<file path="src/rtl/phsel_pkg.sv">
// Shared types for the phase selector.
// Assumes: nothing beyond a single clock domain.
package phsel_pkg;

    // Sequencer states: waiting, walking the mask, presenting the result.
    typedef enum logic [1:0] {
        ST_IDLE = 2'd0,
        ST_SCAN = 2'd1,
        ST_DONE = 2'd2
    } phsel_state_e;

endpackage

</file>
<file path="src/rtl/phsel_ctrl.sv">
// Sequencer for one selection request.
// Accepts a start only when idle, then steps a bit index across all
// NUM_PH phases (one per clock), then spends one cycle in the result state.
// Assumes: NUM_PH is a power of two and at least 2.
module phsel_ctrl
    import phsel_pkg::*;
#(
    parameter int NUM_PH = 16,
    localparam int PW = $clog2(NUM_PH)
) (
    input  logic          clk,
    input  logic          rst_n,
    input  logic          start_i,
    output logic [PW-1:0] idx_o,
    output logic          capture_o,
    output logic          step_o,
    output logic          finish_o,
    output logic          busy_o
);

    localparam logic [PW-1:0] LAST_IDX = PW'(NUM_PH - 1);

    phsel_state_e state_q;
    logic [PW-1:0] idx_q;

    // Advance through idle, scan and result states.
    always_ff @(posedge clk) begin
        if (!rst_n) begin
            state_q <= ST_IDLE;
            idx_q   <= '0;
        end else begin
            unique case (state_q)
                ST_IDLE: begin
                    if (start_i) begin
                        state_q <= ST_SCAN;
                        idx_q   <= '0;
                    end
                end
                ST_SCAN: begin
                    if (idx_q == LAST_IDX) begin
                        state_q <= ST_DONE;
                    end else begin
                        idx_q <= idx_q + 1'b1;
                    end
                end
                ST_DONE: state_q <= ST_IDLE;
                default: state_q <= ST_IDLE;
            endcase
        end
    end

    // Decode the per-cycle strobes from the state.
    always_comb begin
        capture_o = (state_q == ST_IDLE) && start_i;
        step_o    = (state_q == ST_SCAN);
        finish_o  = (state_q == ST_DONE);
        busy_o    = (state_q != ST_IDLE);
        idx_o     = idx_q;
    end

endmodule

</file>
<file path="src/rtl/phsel_scan.sv">
// Window tracker. It holds the captured mask and walks it one bit per step.
// It measures each run of set bits as that run closes and keeps the start
// and length of the longest run; on equal length the earlier run stays.
// With the wrap merge active, the run starting at phase 0 is only
// remembered, and its length is added to the final run that reaches the top
// phase. A wrap total of NUM_PH or more raises a guard flag.
// Assumes: idx_i counts 0..NUM_PH-1 on consecutive step cycles.
module phsel_scan #(
    parameter int NUM_PH = 16,
    localparam int PW = $clog2(NUM_PH),
    localparam int LW = $clog2(NUM_PH + 1),
    localparam int CW = LW + 1
) (
    input  logic              clk,
    input  logic              rst_n,
    input  logic              capture_i,
    input  logic              step_i,
    input  logic [NUM_PH-1:0] mask_i,
    input  logic [PW-1:0]     idx_i,
    output logic [PW-1:0]     best_start_o,
    output logic [CW-1:0]     best_len_o,
    output logic              wrap_err_o
);

    localparam logic [PW-1:0] LAST_IDX = PW'(NUM_PH - 1);
    localparam logic [CW-1:0] FULL_LEN = CW'(NUM_PH);

    logic [NUM_PH-1:0] mask_q;
    logic              merge_q;
    logic [LW-1:0]     run_len_q;
    logic [PW-1:0]     run_start_q;
    logic [LW-1:0]     head_len_q;
    logic [PW-1:0]     best_start_q;
    logic [CW-1:0]     best_len_q;
    logic              wrap_err_q;

    logic          at_last;
    logic [PW-1:0] idx_next;
    logic          bit_now;
    logic          bit_next;
    logic [LW-1:0] seg_len;
    logic [PW-1:0] seg_start;
    logic          seg_end;
    logic          is_head;
    logic [CW-1:0] cand_len;

    // Extend or open the run at the current bit and decide whether it closes here.
    always_comb begin
        at_last   = (idx_i == LAST_IDX);
        idx_next  = idx_i + 1'b1;
        bit_now   = mask_q[idx_i];
        bit_next  = at_last ? 1'b0 : mask_q[idx_next];
        seg_len   = (run_len_q == '0) ? LW'(1) : run_len_q + 1'b1;
        seg_start = (run_len_q == '0) ? idx_i : run_start_q;
        seg_end   = bit_now && !bit_next;
        is_head   = merge_q && (seg_start == '0);
        cand_len  = {1'b0, seg_len}
                  + ((merge_q && at_last) ? {1'b0, head_len_q} : '0);
    end

    // Capture the request, then track the runs and the best window per step.
    always_ff @(posedge clk) begin
        if (!rst_n) begin
            mask_q       <= '0;
            merge_q      <= 1'b0;
            run_len_q    <= '0;
            run_start_q  <= '0;
            head_len_q   <= '0;
            best_start_q <= '0;
            best_len_q   <= '0;
            wrap_err_q   <= 1'b0;
        end else if (capture_i) begin
            mask_q       <= mask_i;
            merge_q      <= mask_i[0] && mask_i[NUM_PH-1] && !(&mask_i);
            run_len_q    <= '0;
            run_start_q  <= '0;
            head_len_q   <= '0;
            best_start_q <= '0;
            best_len_q   <= '0;
            wrap_err_q   <= 1'b0;
        end else if (step_i && bit_now) begin
            if (seg_end) begin
                run_len_q <= '0;
                if (is_head) begin
                    head_len_q <= seg_len;
                end else begin
                    if (cand_len > best_len_q) begin
                        best_len_q   <= cand_len;
                        best_start_q <= seg_start;
                    end
                    if (merge_q && at_last && (cand_len >= FULL_LEN)) begin
                        wrap_err_q <= 1'b1;
                    end
                end
            end else begin
                run_len_q   <= seg_len;
                run_start_q <= seg_start;
            end
        end
    end

    // Present the tracked best window.
    always_comb begin
        best_start_o = best_start_q;
        best_len_o   = best_len_q;
        wrap_err_o   = wrap_err_q;
    end

endmodule

</file>
<file path="src/rtl/phsel_pick.sv">
// Three-quarter point of a window. The offset is floor(3*len/4), less one
// when non-zero, added to the window start modulo the ring size.
// Assumes: NUM_PH is a power of two, so truncation gives the wrap.
module phsel_pick #(
    parameter int NUM_PH = 16,
    localparam int PW = $clog2(NUM_PH),
    localparam int LW = $clog2(NUM_PH + 1),
    localparam int CW = LW + 1
) (
    input  logic [PW-1:0] start_i,
    input  logic [CW-1:0] len_i,
    output logic [PW-1:0] phase_o
);

    logic [CW+1:0] triple;
    logic [CW+1:0] quarter;
    logic [CW+1:0] offset;
    logic [PW-1:0] offset_lo;

    // Scale the length, derive the offset and wrap it onto the ring.
    always_comb begin
        triple    = {2'b00, len_i} + {1'b0, len_i, 1'b0};
        quarter   = triple >> 2;
        offset    = (quarter != '0) ? quarter - 1'b1 : '0;
        offset_lo = offset[PW-1:0];
        phase_o   = start_i + offset_lo;
    end

endmodule

</file>
<file path="src/rtl/phsel_top.sv">
// Circular passing-window phase selector. It takes a pass mask with a start
// pulse, finds the longest window of passing phases on the ring, and returns
// its three-quarter point with a one-cycle done pulse.
// Assumes: start_i is only honoured while idle; the outputs hold between results.
module phsel_top #(
    parameter int NUM_PH = 16,
    localparam int PW = $clog2(NUM_PH),
    localparam int LW = $clog2(NUM_PH + 1),
    localparam int CW = LW + 1
) (
    input  logic              clk,
    input  logic              rst_n,
    input  logic              start_i,
    input  logic [NUM_PH-1:0] mask_i,
    output logic              done_o,
    output logic [PW-1:0]     phase_o,
    output logic              err_o
);

    logic [PW-1:0] idx;
    logic          capture;
    logic          step;
    logic          finish;
    logic          busy;
    logic [PW-1:0] best_start;
    logic [CW-1:0] best_len;
    logic          wrap_err;
    logic [PW-1:0] pick_phase;
    logic          fail_now;

    phsel_ctrl #(.NUM_PH(NUM_PH)) u_ctrl (
        .clk       (clk),
        .rst_n     (rst_n),
        .start_i   (start_i),
        .idx_o     (idx),
        .capture_o (capture),
        .step_o    (step),
        .finish_o  (finish),
        .busy_o    (busy)
    );

    phsel_scan #(.NUM_PH(NUM_PH)) u_scan (
        .clk          (clk),
        .rst_n        (rst_n),
        .capture_i    (capture),
        .step_i       (step),
        .mask_i       (mask_i),
        .idx_i        (idx),
        .best_start_o (best_start),
        .best_len_o   (best_len),
        .wrap_err_o   (wrap_err)
    );

    phsel_pick #(.NUM_PH(NUM_PH)) u_pick (
        .start_i (best_start),
        .len_i   (best_len),
        .phase_o (pick_phase)
    );

    // Failure when no window was found or the wrap guard tripped.
    always_comb begin
        fail_now = (best_len == '0) || wrap_err;
    end

    // Register the result and the completion pulse.
    always_ff @(posedge clk) begin
        if (!rst_n) begin
            done_o  <= 1'b0;
            phase_o <= '0;
            err_o   <= 1'b0;
        end else begin
            done_o <= finish;
            if (finish) begin
                err_o   <= fail_now;
                phase_o <= fail_now ? '0 : pick_phase;
            end
        end
    end

endmodule

</file>
<file path="config.mk">
export PLATFORM = sky130hd
export DESIGN_NAME = phsel_top
export DESIGN_NICKNAME = d
export VERILOG_FILES = /design/src/rtl/phsel_pkg.sv /design/src/rtl/phsel_ctrl.sv /design/src/rtl/phsel_scan.sv /design/src/rtl/phsel_pick.sv /design/src/rtl/phsel_top.sv
export SDC_FILE = /design/constraint.sdc
export NUM_CORES = 1
export LEC_CHECK = 0
export BUFFER_PORTS_ARGS = -buffer_cell sky130_fd_sc_hd__clkbuf_2
export CORE_MARGIN = 2
export CORE_UTILIZATION = 60
export DETAILED_ROUTE_END_ITERATION = 8
export PLACE_DENSITY = 0.8
export SYNTH_ARGS = -nofsm -noshare
export SYNTH_HDL_FRONTEND = slang
export SYNTH_SLANG_ARGS = --single-unit
</file>
<file path="constraint.sdc">
create_clock -name clk -period 4.15 [get_ports clk]
set_input_delay 0.83 -clock clk [delete_from_list [all_inputs] [get_ports clk]]
set_output_delay 0.83 -clock clk [all_outputs]
set_load 0.005 [all_outputs]
</file>
==> results.txt <==
----------------------------------------------------
[Logic synthesis]
  Synth Net Count ... 430
  Top post-synthesis cells by count ... nand2_1, dfxtp_1, a21oi_1, ha_1, nor2_1
  Unique masters post-synth ... 52
  Predominant post-synthesis flop cell ... dfxtp_1
  Total of warnings raised by yosys ... 0
  Synthesized flop and latch total ... 54
  Syn_area_per_cell ... 8.62 sq um
  Sequential cell area fraction in the yosys report ... 32.8%
  Total standard cell area after synthesis ... 0.00329 sq mm
  Top cell type's share of synthesized area ... 32.8%
  Most frequent cell after synthesis ... nand2_1
  Synth async-reset ratio ... 0%
  Synth area leaders ... dfxtp_1, ha_1, nand2_1, a21oi_1, mux4_2
  Number of enable-type register cells in the synthesized netlist ... 0
  Count of mapped cells out of synthesis ... 382
  Leading area contributor after synthesis ... dfxtp_1

[Layout]
  Antenna diode count ... 0
  Layout net count ... 453
  Ratio of cells with drive above 1 in the final layout ... 15.3%
  Relative area change from synthesis to final layout ... 10.2%
  Utilization after layout ... 69.8%
  Number of fillers in the final layout ... 453
  Design area ... 0.00363 sq mm

[GRT]
  Global routing usage summed across all routing layers ... 24.8%
  Pin count of the biggest net entering global routing ... 29
  Number of global-route vias before repair ... 2750
  Total congestion overflow after global routing ... 0
  Global-route wire length before repair ... 12300 microns
  Antenna violations before repair ... 0

[Pwr]
  Internal power component ... 0.000770 W
  Clk pwr share ... 35.0%
  Power density over cell area ... 279 mW/mm^2
  Reported leakage power ... 1.52 nW
  Sequential fraction of design power ... 53.4%
  Switching part of the total power ... 24.0%
  Worst-case vdd ir drop ... 0.222 mV
  Switching power ... 0.000242 W
  Combinational cell fraction of total power ... 11.6%

[Setup path]
  Data required time at the worst endpoint ... 4320 ps
  Worst-path cell chain ... inv_1, ha_1, nor4b_4, nand2b_1, ha_1, inv_1, fa_1, nor2b_1, o21a_1, o21a_1, nor2_1, ha_1, nand3_1, or3_1, a32oi_2, nand4_1, o21ai_0, a21oi_1
  Delay contributed by the slowest stage of the critical path ... 400 ps
  CP top delay family ... simple AND/OR/NAND/NOR gates
  Data arrival time of the critical path ... 4090 ps
  Cell seen most often among critical-path stages ... ha_1
  Category of the worst setup path capture point ... flip-flop
  Critical Path Slowest Stage Cell ... fa_1
  Worst setup path class ... flip-flop to flip-flop
  Buffer and inverter count on the worst path ... 2
  Critical Path Fanout Max ... 5
  CP startpoint kind ... flip-flop

[Clock network]
  CTS Hold Buffers Added ... 0
  Setup bufs post-CTS ... 0
  TritonCTS clock tree ... yes
  Number of H-tree levels ... 2
  Clock latency at the later pin of the worst-skew pair ... 310 ps
  Number of cells upsized or downsized after cts ... 0
  Buffers from clock root to sink, at most ... 2
  Clk root buf ... clkbuf_8
  Clock buffer count from CTS ... 5
  Total number of clock tree sinks ... 54
  Clock-pin slew on the worst setup and hold paths ... 90 ps

[Die]
  Die boundary width ... 78.1 microns
  Initial core utilization ... 63.3%
  Row count ... 26
  Core region area ... 0.00520 sq mm
  Die outline height ... 78.1 microns
  Floorplan die area ... 0.00610 sq mm
  Io pins ... 25

[Timing]
  Maximum achievable frequency ... 255 MHz
  Number of hold violations in the final report ... 0
  Number of pins exceeding their max-slew limit in the final report ... 0
  Worst clock skew ... 10.4 ps
  Measured slew at the worst slew-check pin ... 915 ps
  Unrepaired setup endpoints after global routing ... true
  Post-route worst hold slack ... 458 ps
  Setup violation total in the final timing report ... 0
  Final cycle utilization of the critical path ... 94.4%
  Worst slew margin relative to its limit ... 38.6%
  Time the worst path needs with I/O delays and setup ... 3920 ps

[Detailed routing]
  DR pass1 iterations ... 4
  Wirelength per Cell ... 15.1 microns
  Detailed Route Iter0 Violations ... 177
  Detailed-route via count ... 2842
  Detailed-route vias per instance ... 5.98
  Number of remaining DRC errors ... 0
  Detailed-route wire length ... 7180 microns
  Number of routed nets with antenna violations ... 0

[Placement]
  Buffers on Ports ... 24
  Final Wtd Congestion ... 0.814
  HPWL Detailed ... 5350 microns
  Post-place instance area ... 0.00348 sq mm

[Run]
  Number of maximum-capacitance violations ... 0

[Hold path]
  Min-delay worst type ... flip-flop to flip-flop

[Outcome]
  Outcome ... finished, final reports clean

----------------------------------------------------
## metrics by stage
| stage | total power (W) | std cells | TNS, ps | worst slack [ps] |
|---|---|---|---|---|
| floorplan | 0.000632 | 382 | 0 | 444 |
| global placement | 0.000663 | 467 | 0 | 303 |
| detailed placement | 0.000665 | 467 | 0 | 123 |
| CTS | 0.00102 | 474 | 0 | 58.6 |
| global route | 0.00106 | 475 | -440 | -68.6 |
| finish | 0.00101 | 475 | 0 | 231 |
## cell families (layout without fill, tap and decap cells)
| kind of cell | Yosys count | in the layout | share of synthesized area, % |
|---|---|---|---|
| AO/OA/AOI/OAI | 89 | 89 | 17.3 |
| adder cells (fa/ha/maj) | 29 | 29 | 11.7 |
| XOR/XNOR | 13 | 13 | 3.46 |
| AND/OR/NAND/NOR | 142 | 143 | 21.2 |
| buffers and inverters | 32 | 54 | 4.06 |
| multiplexers | 23 | 23 | 9.46 |
| flip-flops | 54 | 54 | 32.8 |
## flip-flops by register name, indices dropped and copies added (netlist names), 2 cells and up
register and cells:
phase_o 4, u_ctrl.idx_o 4, u_scan.best_start_o 4, u_scan.mask_q 16
u_scan.run_len_q 5, u_ctrl.state_q 2, u_scan.run_start_q 4, u_scan.head_len_q 5
u_scan.best_len_o 6
## cells in the final DEF, fill, tap and decap left out, types with 7 or more instances in the layout
master and instances:
a211oi_1 7, mux2i_1 12, nand4_1 9, and3_1 7
inv_1 15, nand2_1 63, a21oi_1 38, buf_4 7
clkbuf_2 24, xor2_1 7, dfxtp_1 54, nor2_1 17
nand3_1 14, ha_1 26, o21ai_0 8
## worst reg2reg max path, stage by stage, from the launching register on
cell	delay, ps
dfxtp_1	370
inv_1	70
ha_1	140
nor4b_4	250
nand2b_1	180
ha_1	170
inv_1	60
fa_1	400
nor2b_1	140
o21a_1	150
o21a_1	130
nor2_1	60
ha_1	300
nand3_1	100
or3_1	370
a32oi_2	270
nand4_1	250
o21ai_0	290
a21oi_1	90
## cell type report
| cell class | instances | area [sq um] | share of cell area, % |
|---|---|---|---|
| Timing Repair Buffer | 31 | 173 | 4.76 |
| Sequential cell | 54 | 1080 | 29.8 |
| Clock inverter | 1 | 30.0 | 0.827 |
| Inverter | 16 | 60.1 | 1.65 |
| Tap cell | 70 | 87.6 | 2.41 |
| Multi-Input combinational cell | 297 | 2120 | 58.3 |
| Clock buffer | 6 | 82.6 | 2.27 |
## layer usage
layer / track usage [%] / part of all wire [%] / vias up
li1: - / - / 1426
met1: 31.6 / 45 / 1333
met2: 42.8 / 49 / 72
met3: 3.91 / 4.4 / 11
met4: 8.25 / 1.4 / 0
met5: 0 / 0 / -
## final timing paths
path                                           start                    to  slack, ps  cells after the start
worst max-delay path             u_scan.run_len_q[0]  u_scan.best_len_o[0]        230                     18
worst min-delay path            u_scan.head_len_q[3]  u_scan.head_len_q[3]        460                      2
worst max register to register   u_scan.run_len_q[0]  u_scan.best_len_o[0]        230                     18
worst min register to register  u_scan.head_len_q[3]  u_scan.head_len_q[3]        460                      2
## power groups by stage
| stage | combinational, W | clock (W) | sequential (W) |
|---|---|---|---|
| 2_1_floorplan | 0.0000831 | 0 | 0.000549 |
| 3_3_place_gp | 0.000111 | 0 | 0.000552 |
| 3_5_place_dp | 0.000113 | 0 | 0.000553 |
| 4_1_cts | 0.000114 | 0.000363 | 0.000541 |
| 5_1_grt | 0.000130 | 0.000387 | 0.000543 |
| 6_report | 0.000118 | 0.000354 | 0.000541 |
No activity file was read; power rests on OpenSTA's default activity.
